--- config.mk ---
export PLATFORM = sky130hd
export DESIGN_NAME = flash_rdprot_reg
export DESIGN_NICKNAME = d
export VERILOG_FILES = /design/src/rtl/rdprot_pkg.sv /design/src/rtl/rdprot_rst_sync.sv /design/src/rtl/rdprot_bus_if.sv /design/src/rtl/rdprot_bits.sv /design/src/rtl/rdprot_lookup.sv /design/src/rtl/flash_rdprot_reg.sv
export SDC_FILE = /design/constraint.sdc
export NUM_CORES = 1
export LEC_CHECK = 0
export BUFFER_PORTS_ARGS = -buffer_cell sky130_fd_sc_hd__buf_2
export CAP_MARGIN = 20
export CELL_PAD_IN_SITES_DETAIL_PLACEMENT = 1
export CELL_PAD_IN_SITES_GLOBAL_PLACEMENT = 1
export CORE_ASPECT_RATIO = 1.4
export CORE_MARGIN = 1
export CORE_UTILIZATION = 44
export CTS_CLUSTER_DIAMETER = 200
export DETAILED_ROUTE_END_ITERATION = 8
export GPL_TIMING_DRIVEN = 0
export PLACE_DENSITY_LB_ADDON = 0.08
export SYNTH_ARGS = -nofsm -noshare
export SYNTH_HDL_FRONTEND = slang
export SYNTH_SLANG_ARGS = --single-unit
--- constraint.sdc ---
create_clock -name clk -period 1.3 [get_ports clk]
set_input_delay 0 -clock clk [delete_from_list [all_inputs] [get_ports clk]]
set_output_delay 0 -clock clk [all_outputs]
set_load 0.01 [all_outputs]
--- src/rtl/rdprot_pkg.sv ---
package rdprot_pkg;
  localparam int unsigned REG_W      = 32;
  localparam int unsigned BLK_LOG2   = 11;
  localparam int unsigned REG_ADDR_W = 12;
  localparam int unsigned QADDR_W    = 17;
  localparam int unsigned RST_STAGES = 2;
  localparam logic [REG_ADDR_W-1:0] OFFS_PRI = 12'h130;
  localparam logic [REG_ADDR_W-1:0] OFFS_ALT = 12'h200;
  typedef logic [REG_W-1:0] prot_vec_t;
endpackage

--- src/rtl/rdprot_rst_sync.sv ---
module rdprot_rst_sync #(
  parameter int unsigned STAGES = 2
) (
  input  logic clk,
  input  logic arst_n,
  output logic srst_n
);
  logic [STAGES-1:0] sync_q;

  always_ff @(posedge clk or negedge arst_n) begin
    if (!arst_n) sync_q <= '0;
    else         sync_q <= {sync_q[STAGES-2:0], 1'b1};
  end

  assign srst_n = sync_q[STAGES-1];
endmodule

--- src/rtl/rdprot_bus_if.sv ---
module rdprot_bus_if #(
  parameter int unsigned AW     = 12,
  parameter int unsigned DW     = 32,
  parameter int unsigned NALIAS = 2,
  parameter logic [NALIAS*AW-1:0] ALIASES = '0
) (
  input  logic          clk,
  input  logic          rst_n,
  input  logic [AW-1:0] addr,
  input  logic          we,
  input  logic [DW-1:0] cur_val,
  output logic          wr_hit,
  output logic [DW-1:0] rdata
);
  logic [NALIAS-1:0] hit_vec;
  logic              addr_hit;
  logic [DW-1:0]     rdata_d;
  logic [DW-1:0]     rdata_q;

  // one comparator per alias offset
  for (genvar i = 0; i < NALIAS; i++) begin : g_alias
    assign hit_vec[i] = (addr == ALIASES[i*AW +: AW]);
  end

  assign addr_hit = |hit_vec;
  assign wr_hit   = we & addr_hit;

  always_comb begin
    rdata_d = addr_hit ? cur_val : '0;
  end

  always_ff @(posedge clk or negedge rst_n) begin
    if (!rst_n) rdata_q <= '0;
    else        rdata_q <= rdata_d;
  end

  assign rdata = rdata_q;

  // unmapped offsets read back as zero
  p_unmapped_zero_r7: assert property (@(posedge clk) disable iff (!rst_n)
    !addr_hit |=> (rdata == '0));
  // never more than one alias matches
  p_single_alias_r6: assert property (@(posedge clk) disable iff (!rst_n)
    $onehot0(hit_vec));
endmodule

--- src/rtl/rdprot_bits.sv ---
module rdprot_bits #(
  parameter int unsigned W = 32
) (
  input  logic         clk,
  input  logic         por_ok,
  input  logic         factory_init,
  input  logic         wr_en,
  input  logic [W-1:0] wdata,
  input  logic         commit,
  output logic [W-1:0] work
);
  logic [W-1:0] work_q, work_d, work_nx;
  logic         work_en;
  logic [W-1:0] nv_q, nv_nx;
  logic         nv_en;
  logic         commit_ok;

  // working bank: clear-only writes, reload while power-on reset is held
  always_comb begin
    work_d  = wr_en ? (work_q & wdata) : work_q;
    work_en = !por_ok || wr_en;
    work_nx = por_ok ? work_d : nv_q;
  end

  always_ff @(posedge clk) begin
    if (work_en) work_q <= work_nx;
  end

  // non-volatile bank: factory value or commit of post-write working value
  always_comb begin
    commit_ok = commit && por_ok;
    nv_en     = factory_init || commit_ok;
    nv_nx     = factory_init ? '1 : (nv_q & work_d);
  end

  always_ff @(posedge clk) begin
    if (nv_en) nv_q <= nv_nx;
  end

  assign work = work_q;

  p_wr_clear_only_r3: assert property (@(posedge clk) disable iff (!por_ok)
    $past(por_ok) |-> ((work_q & ~$past(work_q)) == '0));
  p_por_reload_r5: assert property (@(posedge clk) disable iff (factory_init)
    !por_ok |=> (work_q == $past(nv_q)));
  p_commit_capture_r4: assert property (@(posedge clk) disable iff (!por_ok || factory_init)
    commit |=> (nv_q == work_q));
  p_nv_monotone_r8: assert property (@(posedge clk) disable iff (!por_ok)
    !$past(factory_init) |-> ((nv_q & ~$past(nv_q)) == '0));
  p_work_within_nv_r8: assert property (@(posedge clk) disable iff (!por_ok || factory_init)
    ((work_q & ~nv_q) == '0));
endmodule

--- src/rtl/rdprot_lookup.sv ---
module rdprot_lookup #(
  parameter int unsigned W        = 32,
  parameter int unsigned BLK_LOG2 = 11,
  parameter int unsigned QW       = 17
) (
  input  logic [W-1:0]  work,
  input  logic [QW-1:0] qaddr,
  output logic          rd_en
);
  localparam int unsigned IDX_W     = $clog2(W);
  localparam int unsigned SPAN_LOG2 = BLK_LOG2 + IDX_W;

  logic [IDX_W-1:0] idx;
  logic             in_range;

  assign idx = qaddr[SPAN_LOG2-1:BLK_LOG2];

  if (QW > SPAN_LOG2) begin : g_wide
    assign in_range = (qaddr[QW-1:SPAN_LOG2] == '0);
  end else begin : g_exact
    assign in_range = 1'b1;
  end

  assign rd_en = in_range ? work[idx] : 1'b1;

  // a blocked answer only ever comes from inside the covered region
  always_comb begin
    if (rd_en == 1'b0) begin
      p_blocked_in_range_r9: assert (in_range);
    end
  end
endmodule

--- src/rtl/flash_rdprot_reg.sv ---
module flash_rdprot_reg
  import rdprot_pkg::*;
#(
  parameter int unsigned AW  = REG_ADDR_W,
  parameter int unsigned QW  = QADDR_W,
  parameter logic [AW-1:0] OFFS_A = OFFS_PRI,
  parameter logic [AW-1:0] OFFS_B = OFFS_ALT
) (
  input  logic             clk,
  input  logic             por_n,
  input  logic             sys_rst_n,
  input  logic             factory_init,
  input  logic [AW-1:0]    reg_addr,
  input  logic             reg_we,
  input  logic [REG_W-1:0] reg_wdata,
  output logic [REG_W-1:0] reg_rdata,
  input  logic             commit_req,
  input  logic [QW-1:0]    qry_addr,
  output logic             qry_rd_en
);
  localparam int unsigned NALIAS = 2;
  localparam logic [NALIAS*AW-1:0] ALIAS_SET = {OFFS_B, OFFS_A};

  logic      por_ok;
  logic      bus_rst_n;
  logic      any_rst_n;
  logic      wr_hit;
  prot_vec_t work;

  assign any_rst_n = por_n & sys_rst_n;

  rdprot_rst_sync #(.STAGES(RST_STAGES)) u_por_sync (
    .clk(clk), .arst_n(por_n), .srst_n(por_ok)
  );

  rdprot_rst_sync #(.STAGES(RST_STAGES)) u_bus_sync (
    .clk(clk), .arst_n(any_rst_n), .srst_n(bus_rst_n)
  );

  rdprot_bus_if #(.AW(AW), .DW(REG_W), .NALIAS(NALIAS), .ALIASES(ALIAS_SET)) u_bus (
    .clk(clk), .rst_n(bus_rst_n), .addr(reg_addr), .we(reg_we),
    .cur_val(work), .wr_hit(wr_hit), .rdata(reg_rdata)
  );

  rdprot_bits #(.W(REG_W)) u_bits (
    .clk(clk), .por_ok(por_ok), .factory_init(factory_init),
    .wr_en(wr_hit), .wdata(reg_wdata), .commit(commit_req), .work(work)
  );

  rdprot_lookup #(.W(REG_W), .BLK_LOG2(BLK_LOG2), .QW(QW)) u_lookup (
    .work(work), .qaddr(qry_addr), .rd_en(qry_rd_en)
  );

  // system reset alone never alters the working bank
  p_sysrst_keeps_work_r11: assert property (@(posedge clk) disable iff (!por_ok)
    ($past(por_ok) && !$past(wr_hit)) |-> (work == $past(work)));
endmodule

==> parameters.txt, run 1 <==
Parameter                              Value

Status
  Status    complete, but fails checks
  Failing checks    negative setup slack

Logic synthesis
  Number of storage elements in the synthesis netlist    100
  Share of async-settable or async-resettable flops after synthesis    36.0%
  Top-area cell type share of the netlist area    42.8%
  Number of unique standard cell types used by synthesis    30
  Post-synthesis cell area    4490 sq um
  Dominant cells by area after synthesis    edfxtp_1 (43%), dfrtp_1 (20%), mux2i_1 (11%), o21ai_2 (5.7%), o21bai_1 (5.3%)
  Prevailing post-synth register cell    edfxtp_1
  Average footprint of a synthesized cell    13.8 sq um
  Number of instances in the synthesized netlist    325
  Largest area contributor in the synthesized netlist    edfxtp_1
  Share of synthesized area occupied by flip-flops and latches    62.8%
  Count of flip-flops with a built-in enable after synthesis    64
  Number of warnings reported in the yosys synthesis log    0

Worst setup path
  Slowest Stage Delay on Critical Path    0.45 ns
  Crit path kind    reg -> out
  Setup crit end kind    primary output
  Worst path required time    1.30 ns
  Arrival time at the worst endpoint    1.56 ns
  Crit start category    flip-flop
  Buffers and inverters on the worst path    1
  Slowest-stage cell, CP    edfxtp_1
  Max FO, Critical Path    3
  List of cells traversed by the critical path    mux2i_1, nand2_1, a31oi_1, nand4_1, buf_2
  CP top delay family    flip-flops

Pwr
  Maximum ir drop on the vdd rail    0.750 mV
  Leakage power    2.64 nW
  Power density cells    1260 nW/um^2

STA
  Slew of the pin with the lowest slew margin    0.690 ns
  Hold Violations, Final    0
  Timing-limited maximum frequency    0.642 GHz
  Total of endpoints with negative setup slack in the final report    1
  Setup TNS    -0.258 ns
  Final critical-path share of the clock period    120%
  Post-route worst setup slack    -0.258 ns
  RSZ-0062 raised after global routing    true
  Max transition margin    54.0%
  Crit path time final    1.56 ns
  Worst setup skew after layout    0.00810 ns
  Slew Viols, Final    0

Die
  Height of the chip    122 um
  CORE AREA    9900 sq um
  Die width    87.4 um
  Die ar.    10600 sq um
  Initial cell density of the core    45.4%
  Count of boundary I/O pins    100
  Row count    43

Drt
  WL met1    4.40 mm
  Detail Route Antenna Nets    0
  WL per Instance    17.7 um
  Met2 WL post-DR    5.24 mm
  Detailed Route WL    10.2 mm
  Post-detailed-route via-to-cell ratio    5.06
  Drt first-iter violations    158
  Number of detailed-routing iterations run before antenna repair    4
  DRC viols    0
  Top metal layer carrying routed signals    met4
  Met3 wire len    428 um
  Overall via count from detail_route    2916

Clock network
  CTS sink count    100
  CTS tree    built
  CTS root buffer    clkbuf_16
  CTS buffer count    9
  Clock latency on the worst-skew pair    0.34 ns
  CTS max path bufs    2
  Clk slew on worst S/H paths    0.07 ns
  Count of H-tree levels built during CTS    3

Final layout
  Leading cell type in the layout, fill and taps excluded    buf_2
  Fraction of layout cells with a size suffix above 1    36.1%
  Final antenna diode count    0
  Fin nets    503
  Area growth syn-to-layout    24.5%
  Finished Core Util    56.5%
  Commonest non-fill, non-tap cells in the layout    buf_2 (89), edfxtp_1 (64), mux2i_1 (48)

GRT
  Global-route usage over all layers    20.7%
  Maximum number of pins on one net before global-route repair    33
  Initial antenna violation count    0
  Vias in the first global route    3029
  First-pass GRT wire length    16.1 mm
  Global route overflow    0

Hold path
  HP Class    in -> reg

Placement
  Port Buffers    87
  Weighted congestion at the end of routability-driven global placement    0.737
  Post-DP HPWL    7.03 mm

Job
  Max-cap violations    0
## cell families after synthesis
group | share of synthesized area [%]
compound gates | 13.6
buf+inv | 4.68
flops | 62.8
mux | 10.7
other cells | 0.0834
simple gates | 8.13
## layer usage
metal  GRT usage [%]  vias up
met5               0        -
li1                -     1370
met3            4.61       10
met2            35.7       70
met4            5.94        0
met1            26.0     1466
## flip-flops by register name, summed over array words and instances, names as in the netlist
name / flops
u_bus.rdata: 32
u_bus_sync.sync_q: 2
u_bits.work: 32
u_por_sync.sync_q: 2
u_bits.nv_q: 32
## worst register-to-register path, stage by stage, from the launching register on
cell and delay, ns:
dfrtp_1 0.37, buf_6 0.15, buf_12 0.15, a21o_4 0.23, buf_12 0.15
## cell usage after synthesis, types with 2 or more instances
cell      instances
clkbuf_2          3
edfxtp_1         64
buf_2             3
o21ai_0           3
dfrtp_1          36
nor4_4            2
clkbuf_1          5
a21oi_1           3
o21ai_2          29
buf_6             3
nand2_1           6
inv_1            32
mux2i_1          48
o21bai_1         32
nand2b_1          2
a22oi_1           4
and2_1           34
nor2b_1           2
nand3_1           3
## path summary, 6_finish.rpt
path | from | to | slack (ns) | cells past startpoint
setup / recovery | u_bits.work[8] | qry_rd_en | -0.26 | 5
hold / removal | reg_wdata[3] | u_bits.nv_q[3] | 0.02 | 3
setup reg to reg | u_por_sync.sync_q[1] | u_bits.nv_q[5] | 0.02 | 4
hold reg to reg | u_bus_sync.sync_q[1] | u_bus.rdata[27] | 0.29 | 0
max in group asynchronous | u_bus_sync.sync_q[1] | u_bus.rdata[15] | 0.48 | 1
min in group asynchronous | sys_rst_n | u_bus_sync.sync_q[0] | 0.08 | 3
## per-stage QoR
stage	power [mW]	instance area [sq um]	cells	worst slack [ns]	hold slack (ns)
CTS	7.09	5570	573	-0.241	0.0170
finish	7.03	5600	576	-0.258	0.0236
detailed placement	4.40	5170	549	-0.323	-0.205
global route	7.28	5600	576	-0.356	0.0227
global placement	4.36	5140	548	-0.309	-0.210
floorplan	4.12	4530	326	-0.0124	-0.296
## report_power, final
part	switching (mW)	internal [mW]
logic	0.369	0.307
registers	0.102	3.60
clock network	1.16	1.49
total	1.64	5.40
## timing repair
action / CTS / global route
hold buffers: 3 / 0
hold endpoints to repair: 4 / 0
endpoints found under the setup margin: 53 / 46
gates cloned: 1 / 0
buffers inserted: 4 / 3
pin swaps: 4 / 0
gates resized for setup: 5 / 3
## final cells by class
cell class | instances | area, sq um
tap | 135 | 169
sequential | 100 | 2820
buffer | 15 | 116
clock inverter | 6 | 63.8
fill | 1052 | 4300
clock buffer | 10 | 229
multi-input combinational | 180 | 1500
inverter | 32 | 120
timing repair buffer | 98 | 571
Power figures use the tool's default switching activity.
==> inputs of run 2 (changes only) <==
==> constraint.sdc (replaced) <==
create_clock -name clk -period 1.3 [get_ports clk]
set_input_delay 0.065 -clock clk [delete_from_list [all_inputs] [get_ports clk]]
set_output_delay 0.065 -clock clk [all_outputs]
set_load 0.01 [all_outputs]
==> parameters.txt, run 2 (synthesis results as in run 1) <==
Parameter                              Value

Placement
  Weighted congestion at the end of routability-driven global placement    0.737 (unchanged)
  Instance area after placement    5170 sq um (unchanged)
  Port Buffers    87 (unchanged)
  Dpl cells    549 (unchanged)
  Post-DP HPWL    7.03 mm (unchanged)
  Setup slack at placement    -0.342 ns (-0.0186 ns)

Clock network
  CTS buffer count    9 (unchanged)
  CTS max path bufs    2 (unchanged)
  CTS sink count    100 (unchanged)
  Count of H-tree levels built during CTS    3 (unchanged)
  Clock latency on the worst-skew pair    0.34 ns (about the same)
  CTS root buffer    clkbuf_16
  Clk slew on worst S/H paths    0.06 ns (about the same)
  CTS tree    built

Drt
  DRC viols    0 (unchanged)
  Detail Route Antenna Nets    0 (unchanged)
  Post-detailed-route via-to-cell ratio    5.08 (+0.31%)
  Drt first-iter violations    175 (+11%)
  WL per Instance    18.1 um (+2.0%)
  Detailed Route WL    10.4 mm (+1.8%)
  Overall via count from detail_route    2920 (+0.14%)
  Number of detailed-routing iterations run before antenna repair    4 (unchanged)

GRT
  Met2 routing resource usage after global routing    35.9% (+0.15 points)
  First-pass GRT wire length    16.2 mm (+0.64%)
  Global-route usage over all layers    20.9% (+0.19 points)
  Most Used Layer, Global Route    met2
  Initial antenna violation count    0 (unchanged)
  Met3 Resource Use GR    4.88% (+0.27 points)
  Global route overflow    0 (unchanged)
  Vias in the first global route    3045 (+0.53%)
  Met1 usage in global routing    26.2% (+0.21 points)
  Maximum number of pins on one net before global-route repair    33 (unchanged)

Die
  Count of boundary I/O pins    100 (unchanged)
  Height of the chip    122 um (unchanged)
  Initial cell density of the core    45.4% (unchanged)
  Row count    43 (unchanged)
  Die ar.    10600 sq um (unchanged)
  Die width    87.4 um (unchanged)
  CORE AREA    9900 sq um (unchanged)

Status
  Failing checks    negative setup slack
  Status    complete, but fails checks

Final layout
  Area growth syn-to-layout    24.7%
  Final antenna diode count    0 (unchanged)
  Finished Core Util    56.6% (+0.10 points)
  Register cell area after layout    2820 sq um (unchanged)
  Post-route design area    5610 sq um (+0.18%)
  Number of standard cells in the final layout excluding fillers    575 (-0.17%)
  Fraction of layout cells with a size suffix above 1    36.1% (+0.082 points)
  Fill cells    1050 (-0.19%)
  Area of the multi-input gates    1540 sq um (+2.3%)
  Leading cell type in the layout, fill and taps excluded    buf_2
  Commonest non-fill, non-tap cells in the layout    buf_2 (89), edfxtp_1 (64), mux2i_1 (48)
  Fin nets    502 (-0.20%)

Pwr
  Power density cells    1260 nW/um^2 (about the same)
  Total power    7.04 mW (about the same)
  Internal Dissipation    5.40 mW (about the same)
  Leakage power    2.64 nW (about the same)
  Seq pwr share    52.6% (about the same)
  Maximum ir drop on the vdd rail    0.802 mV (+6.9%)
  Switch Pwr    1.64 mW (+0.35%)
  Switching power as a share of total power    23.3% (+0.062 points)
  Logic pwr share    9.7% (about the same)
  Clock network fraction of design power    37.7% (about the same)

STA
  Timing-limited maximum frequency    0.616 GHz (-4.0%)
  Setup TNS    -0.324 ns (-0.0654 ns)
  Final hold slack    0.0452 ns (+0.0216 ns)
  Post-route worst setup slack    -0.324 ns (-0.0654 ns)
  RSZ-0062 raised after global routing    true
  Max transition margin    54.0% (about the same)
  Hold Violations, Final    0 (unchanged)
  Slew of the pin with the lowest slew margin    0.690 ns (+0.000497 ns)
  Total of endpoints with negative setup slack in the final report    1 (unchanged)
  Worst setup skew after layout    0.00879 ns (+0.000689 ns)
  Slew Viols, Final    0 (unchanged)
  Final critical-path share of the clock period    125% (+5.0 points)
  Crit path time final    1.62 ns (+0.0654 ns)

Worst setup path
  Max FO, Critical Path    3 (unchanged)
  Arrival time at the worst endpoint    1.56 ns (about the same)
  Worst path required time    1.24 ns (-0.06 ns)
  Launching point of the worst reg2reg path    u_por_sync.sync_q[1]
  CP startpoint    u_bits.work[10]
  Crit start category    flip-flop
  Setup crit end kind    primary output
  Crit path kind    reg -> out

Job
  Max-cap violations    0 (unchanged)

Hold path
  HP Class    in -> async
## run 2: worst paths after layout
| check | depth (start not counted) | end | slack, ns |
|---|---|---|---|
| min | 2 | u_por_sync.sync_q[0] | 0.05 |
| max in group asynchronous | 1 | u_bus.rdata[15] | 0.48 |
| min reg2reg | 0 | u_bus.rdata[27] | 0.29 |
| max | 5 | qry_rd_en | -0.32 |
| max reg2reg | 4 | u_bits.nv_q[5] | 0.02 |
| min in group clk | 3 | u_bits.nv_q[18] | 0.09 |
## run 2: area by class of cell
| type | count | area share, % |
|---|---|---|
| Buffer | 15 | 2.08 |
| Clock buffer | 10 | 4.08 |
| Clock inverter | 6 | 1.14 |
| Inverter | 32 | 2.14 |
| Multi-Input combinational cell | 182 | 27.5 |
| Sequential cell | 100 | 50.4 |
| Tap cell | 135 | 3.01 |
| Timing Repair Buffer | 95 | 9.73 |
## run 2: what timing repair did
action | CTS | global route
gates resized for setup | 6 | 4
gates cloned | 2 | 1
pin swaps | 5 | 2
setup buffers | 5 | 0
hold buffers | 2 | 0
hold endpoints to repair | 4 | 0
endpoints found under the setup margin | 53 | 49
## run 2: layer usage
layer,share of wire (%),vias to the layer above
li1,-,1368
met1,43,1460
met2,51,82
met3,4.8,10
met4,1.3,0
met5,0,-
## run 2: power groups by stage
stage	clock [mW]	combinational (mW)	sequential, mW
after floorplan	0	0.379	3.74
after global placement	0	0.583	3.77
after detailed placement	0	0.628	3.77
after CTS	2.71	0.683	3.70
after global routing	2.82	0.754	3.72
final	2.66	0.684	3.70
## run 2: worst max-delay path, cell delays in order (launching register included)
cell and delay [ns]:
edfxtp_1 0.44, mux2i_1 0.22, a21oi_1 0.10, a31oi_1 0.21, nand4_1 0.09, buf_2 0.16
==> inputs of run 3 (changes only) <==
==> constraint.sdc (replaced) <==
create_clock -name clk -period 1.65 [get_ports clk]
set_input_delay 0.0825 -clock clk [delete_from_list [all_inputs] [get_ports clk]]
set_output_delay 0.0825 -clock clk [all_outputs]
set_load 0.01 [all_outputs]
==> parameters.txt, run 3 (synthesis results as in run 1) <==
Parameter                              Value

Clock network
  CTS tree    built
  CTS max path bufs    2 (unchanged)
  Clock latency on the worst-skew pair    0.35 ns (about the same)
  CTS root buffer    clkbuf_16
  Count of H-tree levels built during CTS    3 (unchanged)
  CTS sink count    100 (unchanged)
  Clk slew on worst S/H paths    0.06 ns (about the same)
  CTS buffer count    9 (unchanged)

Final layout
  Commonest non-fill, non-tap cells in the layout    buf_2 (89), edfxtp_1 (64), mux2i_1 (47)
  Fill cells    1049 (-0.095%)
  Leading cell type in the layout, fill and taps excluded    buf_2
  Fraction of layout cells with a size suffix above 1    36.3% (+0.17 points)
  Final antenna diode count    0 (unchanged)
  Fin nets    500 (-0.40%)
  Area growth syn-to-layout    23.5%

STA
  Setup TNS    0 ns (+0.324 ns)
  RSZ-0062 raised after global routing    true
  Timing-limited maximum frequency    0.609 GHz
  Final hold slack    0.0449 ns (-0.000347 ns)
  Max transition margin    44.7% (-9.3 points)
  Hold Violations, Final    0 (unchanged)
  Slew Viols, Final    0 (unchanged)
  Crit path time final    1.64 ns
  Final critical-path share of the clock period    99.5%
  Worst setup skew after layout    0.00373 ns (-0.00506 ns)
  Total of endpoints with negative setup slack in the final report    0 (-1)
  Slew of the pin with the lowest slew margin    0.830 ns (+0.139 ns)

GRT
  First-pass GRT wire length    16.9 mm (+4.5%)
  Global-route usage over all layers    22.0% (+1.1 points)
  Maximum number of pins on one net before global-route repair    33 (unchanged)
  Initial antenna violation count    0 (unchanged)
  Vias in the first global route    3235 (+6.2%)
  Global route overflow    0 (unchanged)

Worst setup path
  Slowest Stage Delay on Critical Path    0.43 ns (about the same)
  Crit start category    flip-flop
  Slowest-stage cell, CP    edfxtp_1
  Max FO, Critical Path    3 (unchanged)
  Worst path required time    1.57 ns (+0.33 ns)
  Crit path kind    reg -> out
  Setup crit end kind    primary output
  Buffers and inverters on the worst path    1 (unchanged)
  CP top delay family    flip-flops
  Arrival time at the worst endpoint    1.56 ns (about the same)
  List of cells traversed by the critical path    mux2i_1, a22oi_1, a31oi_1, nand4_1, buf_2

Pwr
  Switch Pwr    1.27 mW (-23%)
  Total power    5.72 mW (-19%)
  Clock network fraction of design power    40.0% (+2.3 points)
  Power density cells    1030 nW/um^2 (-18%)
  Leakage power    2.62 nW (-0.70%)
  Switching power as a share of total power    22.2% (-1.1 points)
  Seq pwr share    51.1% (-1.5 points)
  Internal Dissipation    4.45 mW (-18%)
  Logic pwr share    8.8% (-0.9 points)
  Maximum ir drop on the vdd rail    0.646 mV (-19%)

Drt
  WL per Instance    18.6 um (+3.0%)
  Post-detailed-route via-to-cell ratio    5.12 (+0.80%)
  Number of detailed-routing iterations run before antenna repair    4 (unchanged)
  DRC viols    0 (unchanged)
  Overall via count from detail_route    2933 (+0.45%)
  Detailed Route WL    10.7 mm (+2.6%)
  Drt first-iter violations    110 (-37%)
  Detail Route Antenna Nets    0 (unchanged)

Placement
  Post-DP HPWL    7.09 mm (+0.84%)
  Port Buffers    87 (unchanged)
  Weighted congestion at the end of routability-driven global placement    0.744 (+0.95%)

Die
  Initial cell density of the core    45.4% (unchanged)
  CORE AREA    9900 sq um (unchanged)
  Die width    87.4 um (unchanged)
  Count of boundary I/O pins    100 (unchanged)
  Row count    43 (unchanged)
  Die ar.    10600 sq um (unchanged)
  Height of the chip    122 um (unchanged)

Job
  Max-cap violations    0 (unchanged)

Status
  Status    complete, no violations

Hold path
  HP Class    in -> async
## run 3: layout make-up
| type | count | area [sq um] | area share, % |
|---|---|---|---|
| Inverter | 32 | 120 | 2.16 |
| Sequential cell | 100 | 2820 | 50.9 |
| Timing Repair Buffer | 95 | 500 | 9.02 |
| Multi-Input combinational cell | 180 | 1510 | 27.2 |
| Clock buffer | 14 | 295 | 5.32 |
| Tap cell | 135 | 169 | 3.04 |
| Buffer | 15 | 95.1 | 1.71 |
| Clock inverter | 2 | 37.5 | 0.676 |
## run 3: timing repair
| item | in CTS | in global routing |
|---|---|---|
| gates cloned | 1 | 0 |
| endpoints found under the hold margin | 4 | 0 |
| setup buffers | 5 | 1 |
| gates resized for setup | 7 | 1 |
| hold buffers | 2 | 0 |
| pin swaps | 4 | 0 |
| endpoints found under the setup margin | 85 | 65 |
## run 3: metal layers
metal	part of all wire [%]	GRT usage, %
met1	42	26.7
met3	4.1	3.86
met5	0	0
met4	1.8	9.43
met2	53	38.1
## run 3: final timing paths
path                                 startpoint                    to  slack [ns]  cells past startpoint
max                             u_bits.work[11]             qry_rd_en       0.009                      5
min                                       por_n  u_por_sync.sync_q[1]        0.04                      2
max reg2reg                u_por_sync.sync_q[1]       u_bits.nv_q[21]        0.11                      3
min reg2reg                u_bus_sync.sync_q[0]  u_bus_sync.sync_q[1]        0.35                      0
max in group asynchronous  u_bus_sync.sync_q[1]       u_bus.rdata[18]        0.75                      0
min in group clk                  reg_wdata[26]       u_bits.nv_q[26]        0.10                      3
## run 3: power groups by stage
stage	registers [mW]	logic, mW	clock network, mW
4_1_cts	2.93	0.508	2.33
3_3_place_gp	2.98	0.448	0
6_report	2.93	0.506	2.29
5_1_grt	2.94	0.559	2.39
2_1_floorplan	2.95	0.291	0
3_5_place_dp	2.98	0.467	0
## run 3: worst reg2reg max path, delay by kind of cell, from the launching register on
family	cells	cell delay, ns
AO/OA/AOI/OAI	1	0.33
buffers and inverters	2	0.56
flip-flops	1	0.33
## run 3: per-stage QoR
stage	instances	setup slack (ns)	area, sq um	utilization (%)
final	573	0.00893	5550	56.1
after global routing	573	-0.118	5550	56.1
after CTS	572	-0.0141	5540	56.0
after detailed placement	548	-0.464	5110	51.6
after global placement	548	-0.438	5110	51.6
after floorplan	326	0.0316	4500	-
